<file path="src/rtl/hcirq_pkg.sv">
package hcirq_pkg;

    localparam int STAT_W    = 14;
    localparam int BUS_W     = 32;
    localparam int ERR_LIMIT = 3;

    localparam int B_XFER   = 0;
    localparam int B_HALT   = 1;
    localparam int B_BUSERR = 2;
    localparam int B_STALL  = 3;
    localparam int B_NAK    = 4;
    localparam int B_ACK    = 5;
    localparam int B_NYET   = 6;
    localparam int B_XACT   = 7;
    localparam int B_BABBLE = 8;
    localparam int B_FRMOVR = 9;
    localparam int B_TGLERR = 10;
    localparam int B_BNA    = 11;
    localparam int B_EXCESS = 12;
    localparam int B_ROLL   = 13;

    typedef logic [STAT_W-1:0] stat_vec_t;

    typedef struct packed {
        logic xfer_done;
        logic desc_ioc;
        logic desc_eol;
        logic halt_req;
        logic bus_err;
        logic stall;
        logic nak;
        logic ack;
        logic nyet;
        logic xact_err;
        logic babble;
        logic frm_ovr;
        logic tgl_err;
        logic bna;
        logic rollover;
        logic data_rx;
    } chan_evt_t;

    // Bits that only exist in descriptor-list mode.
    function automatic stat_vec_t sg_only_bits();
        stat_vec_t v = '0;
        for (int i = B_BNA; i <= B_ROLL; i++) v[i] = 1'b1;
        return v;
    endfunction

    // Bits whose interrupt is suppressed in descriptor-list mode.
    function automatic stat_vec_t sg_quiet_bits();
        stat_vec_t v = '0;
        for (int i = B_STALL; i <= B_TGLERR; i++) v[i] = 1'b1;
        return v;
    endfunction

    function automatic stat_vec_t valid_bits(input logic sg);
        return sg ? '1 : ~sg_only_bits();
    endfunction

    function automatic stat_vec_t irq_allow(input logic sg);
        return sg ? ~sg_quiet_bits() : '1;
    endfunction

endpackage

</file>
<file path="src/rtl/hcirq_err_track.sv">
module hcirq_err_track #(
    parameter int LIMIT = 3
) (
    input  logic clk,
    input  logic rst,
    input  logic xact_err,
    input  logic success,
    input  logic restart,
    output logic excess
);
    localparam int CW = $clog2(LIMIT + 1);
    localparam logic [CW-1:0] TOP  = CW'(LIMIT);
    localparam logic [CW-1:0] LAST = CW'(LIMIT - 1);

    logic [CW-1:0] cnt_q;
    logic          clr;

    assign clr    = success | restart;
    assign excess = xact_err & ~clr & (cnt_q == LAST);

    always_ff @(posedge clk) begin
        if (rst || clr)
            cnt_q <= '0;
        else if (xact_err && cnt_q != TOP)
            cnt_q <= cnt_q + 1'b1;
    end

    assert_once_R7: assert property (@(posedge clk) disable iff (rst)
        excess |=> (cnt_q == TOP));

    assert_saturate_R7: assert property (@(posedge clk) disable iff (rst)
        (cnt_q == TOP) && !clr |=> (cnt_q == TOP) && !excess);

endmodule

</file>
<file path="src/rtl/hcirq_qualify.sv">
module hcirq_qualify
    import hcirq_pkg::*;
(
    input  chan_evt_t evt,
    input  logic      sg_mode,
    input  logic      dma_en,
    input  logic      iso_chan,
    input  logic      excess,
    output stat_vec_t set_vec
);
    logic bus_ok;
    logic excess_ok;

    assign bus_ok    = evt.bus_err & dma_en;
    assign excess_ok = sg_mode & excess & ~iso_chan;

    always_comb begin
        set_vec           = '0;
        set_vec[B_XFER]   = sg_mode ? evt.desc_ioc : evt.xfer_done;
        set_vec[B_HALT]   = sg_mode ? (evt.desc_eol | bus_ok | excess_ok |
                                       evt.babble | evt.stall)
                                    : evt.halt_req;
        set_vec[B_BUSERR] = bus_ok;
        set_vec[B_STALL]  = evt.stall;
        set_vec[B_NAK]    = evt.nak;
        set_vec[B_ACK]    = evt.ack;
        set_vec[B_NYET]   = evt.nyet;
        set_vec[B_XACT]   = evt.xact_err;
        set_vec[B_BABBLE] = evt.babble;
        set_vec[B_FRMOVR] = evt.frm_ovr;
        set_vec[B_TGLERR] = evt.tgl_err;
        set_vec[B_BNA]    = sg_mode & evt.bna & ~iso_chan;
        set_vec[B_EXCESS] = excess_ok;
        set_vec[B_ROLL]   = sg_mode & evt.rollover;
    end

endmodule

</file>
<file path="src/rtl/hcirq_status.sv">
module hcirq_status #(
    parameter int W = 14
) (
    input  logic         clk,
    input  logic         rst,
    input  logic [W-1:0] set_vec,
    input  logic [W-1:0] clr_vec,
    input  logic [W-1:0] keep,
    output logic [W-1:0] stat_q
);
    logic [W-1:0] stat_d;

    // A set in the same cycle as a clear wins.
    assign stat_d = ((stat_q & ~clr_vec) | set_vec) & keep;

    always_ff @(posedge clk) begin
        if (rst) stat_q <= '0;
        else     stat_q <= stat_d;
    end

    for (genvar i = 0; i < W; i++) begin : g_chk
        assert_w1c_R3: assert property (@(posedge clk) disable iff (rst)
            clr_vec[i] && !set_vec[i] |=> !stat_q[i]);
        assert_sticky_R2: assert property (@(posedge clk) disable iff (rst)
            stat_q[i] && !clr_vec[i] && keep[i] |=> stat_q[i]);
    end

endmodule

</file>
<file path="src/rtl/hcirq_irq_gen.sv">
module hcirq_irq_gen #(
    parameter int W = 14
) (
    input  logic         clk,
    input  logic         rst,
    input  logic [W-1:0] stat,
    input  logic [W-1:0] mask,
    input  logic [W-1:0] allow,
    output logic         irq
);
    logic [W-1:0] live;

    assign live = stat & mask & allow;

    always_ff @(posedge clk) begin
        if (rst) irq <= 1'b0;
        else     irq <= |live;
    end

    assert_irq_cause_R12: assert property (@(posedge clk) disable iff (rst)
        $rose(irq) |-> $past(|(stat & mask & allow)));

endmodule

</file>
<file path="src/rtl/hc_chan_irq.sv">
module hc_chan_irq
    import hcirq_pkg::*;
(
    input  logic              clk,
    input  logic              rst,
    input  logic              sg_mode,
    input  logic              dma_en,
    input  logic              iso_chan,
    input  logic              chan_enable,
    input  logic              ev_xfer_done,
    input  logic              ev_desc_ioc,
    input  logic              ev_desc_eol,
    input  logic              ev_halt,
    input  logic              ev_bus_err,
    input  logic              ev_stall,
    input  logic              ev_nak,
    input  logic              ev_ack,
    input  logic              ev_nyet,
    input  logic              ev_xact_err,
    input  logic              ev_babble,
    input  logic              ev_frm_ovr,
    input  logic              ev_tgl_err,
    input  logic              ev_bna,
    input  logic              ev_rollover,
    input  logic              ev_data_rx,
    input  logic              wr_en,
    input  logic [BUS_W-1:0]  wr_data,
    input  logic [STAT_W-1:0] irq_mask,
    output logic [BUS_W-1:0]  status,
    output logic              irq
);
    chan_evt_t evt;
    stat_vec_t set_vec, clr_vec, keep, stat_q;
    logic      excess;
    logic      unused_hi;

    assign evt = '{xfer_done: ev_xfer_done, desc_ioc: ev_desc_ioc,
                   desc_eol: ev_desc_eol, halt_req: ev_halt,
                   bus_err: ev_bus_err, stall: ev_stall, nak: ev_nak,
                   ack: ev_ack, nyet: ev_nyet, xact_err: ev_xact_err,
                   babble: ev_babble, frm_ovr: ev_frm_ovr,
                   tgl_err: ev_tgl_err, bna: ev_bna,
                   rollover: ev_rollover, data_rx: ev_data_rx};

    assign unused_hi = ^wr_data[BUS_W-1:STAT_W];
    assign clr_vec   = wr_en ? wr_data[STAT_W-1:0] : '0;
    assign keep      = valid_bits(sg_mode);

    hcirq_err_track #(.LIMIT(ERR_LIMIT)) u_err (
        .clk      (clk),
        .rst      (rst),
        .xact_err (evt.xact_err),
        .success  (evt.ack | evt.nyet | evt.data_rx),
        .restart  (chan_enable),
        .excess   (excess)
    );

    hcirq_qualify u_qual (
        .evt      (evt),
        .sg_mode  (sg_mode),
        .dma_en   (dma_en),
        .iso_chan (iso_chan),
        .excess   (excess),
        .set_vec  (set_vec)
    );

    hcirq_status #(.W(STAT_W)) u_stat (
        .clk     (clk),
        .rst     (rst),
        .set_vec (set_vec),
        .clr_vec (clr_vec),
        .keep    (keep),
        .stat_q  (stat_q)
    );

    hcirq_irq_gen #(.W(STAT_W)) u_irq (
        .clk   (clk),
        .rst   (rst),
        .stat  (status[STAT_W-1:0]),
        .mask  (irq_mask),
        .allow (irq_allow(sg_mode)),
        .irq   (irq)
    );

    assign status = {{(BUS_W-STAT_W){1'b0}}, stat_q & keep};

    assert_set_wins_R4: assert property (@(posedge clk) disable iff (rst)
        ev_stall && wr_en && wr_data[B_STALL] |=> status[B_STALL]);

    assert_reserved_R5: assert property (@(posedge clk) disable iff (rst)
        !sg_mode && $past(!sg_mode) |-> (status[BUS_W-1:B_BNA] == '0));

endmodule

</file>
<file path="config.mk">
export PLATFORM = sky130hd
export DESIGN_NAME = hc_chan_irq
export DESIGN_NICKNAME = d
export VERILOG_FILES = /design/src/rtl/hcirq_pkg.sv /design/src/rtl/hcirq_err_track.sv /design/src/rtl/hcirq_qualify.sv /design/src/rtl/hcirq_status.sv /design/src/rtl/hcirq_irq_gen.sv /design/src/rtl/hc_chan_irq.sv
export SDC_FILE = /design/constraint.sdc
export NUM_CORES = 1
export LEC_CHECK = 0
export BUFFER_PORTS_ARGS = -buffer_cell sky130_fd_sc_hd__buf_2
export CORE_ASPECT_RATIO = 0.5
export CORE_MARGIN = 8
export CORE_UTILIZATION = 38
export DETAILED_ROUTE_END_ITERATION = 7
export GPL_TIMING_DRIVEN = 0
export PLACE_DENSITY = 0.85
export SLEW_MARGIN = 20
export SYNTH_ARGS = -nofsm -noshare
export SYNTH_HDL_FRONTEND = slang
export SYNTH_SLANG_ARGS = --single-unit
</file>
<file path="constraint.sdc">
create_clock -name clk -period 2.7 [get_ports clk]
set_clock_uncertainty 0.2 [all_clocks]
set_input_delay 0.27 -clock clk [delete_from_list [all_inputs] [get_ports clk]]
set_output_delay 0.27 -clock clk [all_outputs]
set_load 0.01 [all_outputs]
</file>
## Yosys cells after proc, flatten, opt, wreduce, memory -nomap -nowiden

Index checks and enable logic that the tools add are counted.

- Reduce and logical (&&, ||, !) cells: 3
- Add/subtract/negate cells: 1
- Bitwise logic cells: 24
- Muxes and demuxes: 5
- Equal/unequal tests: 2

Operator list:

| kind | count |
|---|---|
| AND 14 bit | 5 |
| 2-to-1 mux 14 bit | 2 |
| NOT 14 bit | 1 |
| bitwise OR 14 bit | 1 |
| OR reduction 14 bit | 1 |
| 2-to-1 mux 11 bit | 1 |
| AND 1 bit | 8 |
| bitwise OR 1 bit | 7 |
| adder 2 x 1 -> 2 bit, second input constant | 1 |
| equality test 2 bit, second input constant | 1 |
| 2-to-1 mux 1 bit | 2 |
| != test 2 bit, second input constant | 1 |
| NOT 1 bit | 2 |
| logical AND 1 bit | 1 |
| logical OR 1 bit | 1 |

- Output and inout bits: 33
- Word-level logic and storage cells: 38
- Input bits: 69
- Register bits after elaboration: 17

## Logic depth before layout (Yosys ltp)

- Word-level depth: 14
- Depth in mapped cells: 5
- Gate-level depth less buffers: 5

## Cells and area by module

Synthesis repeated with hierarchy kept, for this count alone.

- Cells, all modules: 136
- Area total of the unflattened synthesis: 1182.4 µm²

By module, submodules not included:

| module | area an instance (µm²) | instances | cells an instance | sequential area each (µm²) |
|---|---|---|---|---|
| hcirq_status | 523.0 | 1 | 44 | 280.3 |
| hc_chan_irq | 266.5 | 1 | 40 | 0.0 |
| hcirq_qualify | 145.1 | 1 | 19 | 0.0 |
| hcirq_err_track | 125.1 | 1 | 13 | 40.0 |
| hcirq_irq_gen | 122.6 | 1 | 20 | 20.0 |

## Least setup slack after synthesis

OpenSTA, ideal clock, no wires.

- Path type: flip-flop to flip-flop
- From: register u_err.cnt_q[0]
- To: register u_err.cnt_q[1]
- Period minus slack after synthesis: 1.425 ns
- Data arrival time: 1.126 ns
- Library setup time: 0.100 ns
- Buffers on the path: 0
- Stages on the path, launching flop included: 5
- Slack: 1.275 ns
- Data required time: 2.400 ns
- Path through: dfxtp_1 ha_1 and2b_1 nor2_1 a2111oi_4

- Cells in the longest elaborated chain, start to end: 2
- Elaborated cells between the ends (all ways): 3
- Classes of those cells: 1 x add/sub; 1 x eq/ne; 1 x reduce/logical

Ends and longest elaborated chain:

| element | RTL line | text |
|---|---|---|
| from (decl) | hcirq_err_track.sv:15 | `logic [CW-1:0] cnt_q;` |
| from (signal assigned) | hcirq_err_track.sv:25 | `cnt_q <= cnt_q + 1'b1;` |
| branches (longest 2 deep; another with adder 2 x 1 -> 2 bit) | -- |  |

Several ways; the timed one is not identified.
A chain may end at the register's enable or synchronous reset.

## Final worst setup path

Same ends and word-level chain as after synthesis.

==> results.py <==
metrics = {
    "run_status": {
        "status": "completed",
    },
    "finish": {
        "final_cell_mix": "65 x buf_2, 29 x buf_4, 18 x conb_1, 17 x nand2_1, 17 x dfxtp_1",
        "final_nets": 280,
        "layout_commonest_cell": "buf_2",
        "area_growth_pct": 46.97,
        "antenna_cells": 0,
        "drive_gt1_frac": 0.4808,
    },
    "clock_tree": {
        "cts_sinks": 17,
        "postCtsHoldBufs": 0,
        "ctsResizeCount": 0,
        "clkLatencyLatePin_ns": 0.25,
        "postCtsSetupRepairBufs": 0,
        "cts_made_buffers": 3,
        "clockRootBuffer": "clkbuf_8",
        "cts_tree": "yes",
        "cts_max_path_buffers": 2,
        "clk_pin_slew_worst_paths_ns": 0.06,
        "h-tree-depth": 1,
    },
    "yosys": {
        "syn-instance-count": 123,
        "yosys.area_share.simple": 0.1928,
        "synth.area.top_cells": "dfxtp_1 34%, buf_4 22%, nand2_1 6.3%",
        "synth_area_leader_cell": "dfxtp_1",
        "ys_warn_count": 0,
        "ys_seq_area_frac": 0.3362,
        "synth_cell_type_count": 28,
        "synth_compound_area_frac": 0.1891,
        "synth_top_area_share": 0.3362,
        "synth_xor_area_frac": 0.008653,
        "syn-mean-instance-area_sq_um": 8.229,
        "synth.area.mux_share": 0.009889,
        "synth_top_family_by_area": "buffers and inverters",
        "synth-adder-area-share": 0.02472,
        "netlist_area_sq_mm": 0.001012,
        "synth-seq-cells": 17,
    },
    "worst_hold_path": {
        "hp-class": "input pin to register",
    },
    "grt": {
        "grt_max_degree": 11,
        "grt_overflow": 0,
        "grt_pass1_wl_microns": 4705,
        "grt.total_usage": 0.1299,
        "grt_antenna_before_repair": 0,
        "first_global_vias": 1138,
    },
    "timing": {
        "fin_crit_ns": 1.502,
        "setup_viol": 0,
        "max_freq_mhz": 665.8,
        "hold_violations": 0,
        "tns_ns": 0,
        "timing.final.crit_share": 0.5563,
        "rsz0062_at_grt": "false",
        "drv_slew": 0,
    },
    "route": {
        "wl_microns": 3085,
        "first_iter_violations": 38,
        "via_per_inst": 4.363,
        "vias": 1069,
        "drc_errors": 0,
        "ant_nets": 0,
        "drt-wirelength-per-cell_microns": 12.59,
        "dr.pass1.iters": 5,
    },
    "critical_path": {
        "cp_max_fo": 3,
        "critPathKind": "register to register",
        "cp_slowest_stage_delay_ns": 0.33,
        "endpoint_kind": "register",
        "arrival_ns": 1.46,
        "critical-path-slowest-cell": "dfxtp_1",
        "cp.required_ns": 2.66,
        "path_cells": "ha_1 -> and2b_1 -> nor2_1 -> a2111oi_4",
        "critPathLaunchType": "register",
    },
    "power_and_ir_drop": {
        "clkPwrFrac": 0.303,
        "ir_drop_mv": 0.2031,
        "leakage_uw": 0.0008124,
        "internal_power_uw": 455.5,
        "switching_power_uw": 164.4,
        "p_total_uw": 619.9,
        "power.share.switching": 0.2652,
        "p_seq_frac": 0.446,
        "pwr-share-comb": 0.251,
        "power.density_mw_per_mm2": 416.7,
    },
    "placed_design": {
        "dp.final_hpwl_microns": 2620,
        "gp_congestion": 0.7697,
        "port_buffers": 64,
    },
    "floorplanning": {
        "ioPinCount": 102,
        "die_area_sq_mm": 0.004672,
        "initial_core_util": 0.3939,
        "die_y_microns": 52.50,
        "fp.coreArea_sq_mm": 0.002570,
        "die_w_microns": 88.99,
        "rows": 13,
    },
    "job": {
        "max_cap_violations": 0,
    },
}
## synth_stat cells
cell and count:
a2111oi_0 1, a2111oi_4 1, a21boi_1 1, a21oi_1 12
a222oi_1 2, a22oi_1 5, a31oi_1 2, a41o_1 1
and2_1 3, and2b_1 1, and3_1 1, and4b_1 1
buf_2 1, buf_4 29, clkbuf_1 2, conb_1 1
dfxtp_1 17, ha_1 2, inv_1 2, mux2i_1 1
nand2_1 17, nor2_1 13, nor2b_1 2, nor3_2 1
nor4_1 1, o31ai_1 1, or4_4 1, xnor2_1 1
## worst max-delay path: cells and delay by family, from the launching register on
family | cells | cell delay (ns)
flip-flops | 1 | 0.33
AO/OA/AOI/OAI | 1 | 0.31
AND/OR/NAND/NOR | 2 | 0.38
adder cells (fa/ha/maj) | 1 | 0.19
## through the flow
step	setup WS, ns	hold WS, ns	area (sq um)	cells	utilization
floorplan	1.275	0.1397	1076	140	-
global placement	1.253	0.2596	1443	241	0.5613
detailed placement	1.202	0.2754	1443	241	0.5613
CTS	1.178	0.02568	1488	245	0.5789
global route	1.132	0.03966	1488	245	0.5789
finish	1.198	0.02593	1488	245	0.5789
## sequential cells by signal, indices dropped and copies added, names as in the netlist
name	cells
u_irq.irq	1
u_stat.stat_q	14
u_err.cnt_q	2
## kinds of logic after synthesis
logic type,count (synthesis)
and+or+nand+nor,41
buffers and inverters,34
AOI/OAI and AO/OA,26
DFF,17
adders and majority gates,2
other,1
xor gates and xnor gates,1
muxes,1
## power groups by stage
stage	registers (uW)	clock network, uW	logic (uW)
floorplan	280	0	92.3
global placement	281	0	151
detailed placement	282	0	154
CTS	277	189	155
global route	278	199	172
finish	277	188	156
## routing by layer
layer	vias up	global-route usage	routed length, microns
li1	545	-	-
met1	484	0.1054	1002
met2	36	0.2711	1782
met3	4	0.05000	262
met4	0	0.05995	37
met5	-	0	0
## final cells by class
| type | instances | area (sq um) |
|---|---|---|
| Fill cell | 256 | 1082 |
| Multi-Input combinational cell | 89 | 498.0 |
| Sequential cell | 17 | 340.3 |
| Timing Repair Buffer | 64 | 320.3 |
| Buffer | 32 | 230.2 |
| Tap cell | 37 | 46.29 |
| Clock buffer | 4 | 45.04 |
| Inverter | 2 | 7.507 |
## path summary, 6_finish.rpt
| path | cells after the start | slack, ns | from | endpoint |
|---|---|---|---|---|
| hold / removal | 3 | 0.03 | ev_nak | u_stat.stat_q[4]$_SDFF_PP0_ |
| hold reg to reg | 2 | 0.29 | u_stat.stat_q[0]$_SDFF_PP0_ | u_stat.stat_q[0]$_SDFF_PP0_ |
| setup / recovery | 4 | 1.20 | u_err.cnt_q[0]$_SDFFE_PP0P_ | u_err.cnt_q[1]$_SDFFE_PP0P_ |
| setup reg to reg | 4 | 1.20 | u_err.cnt_q[0]$_SDFFE_PP0P_ | u_err.cnt_q[1]$_SDFFE_PP0P_ |
No activity file was read; power rests on OpenSTA's default activity.
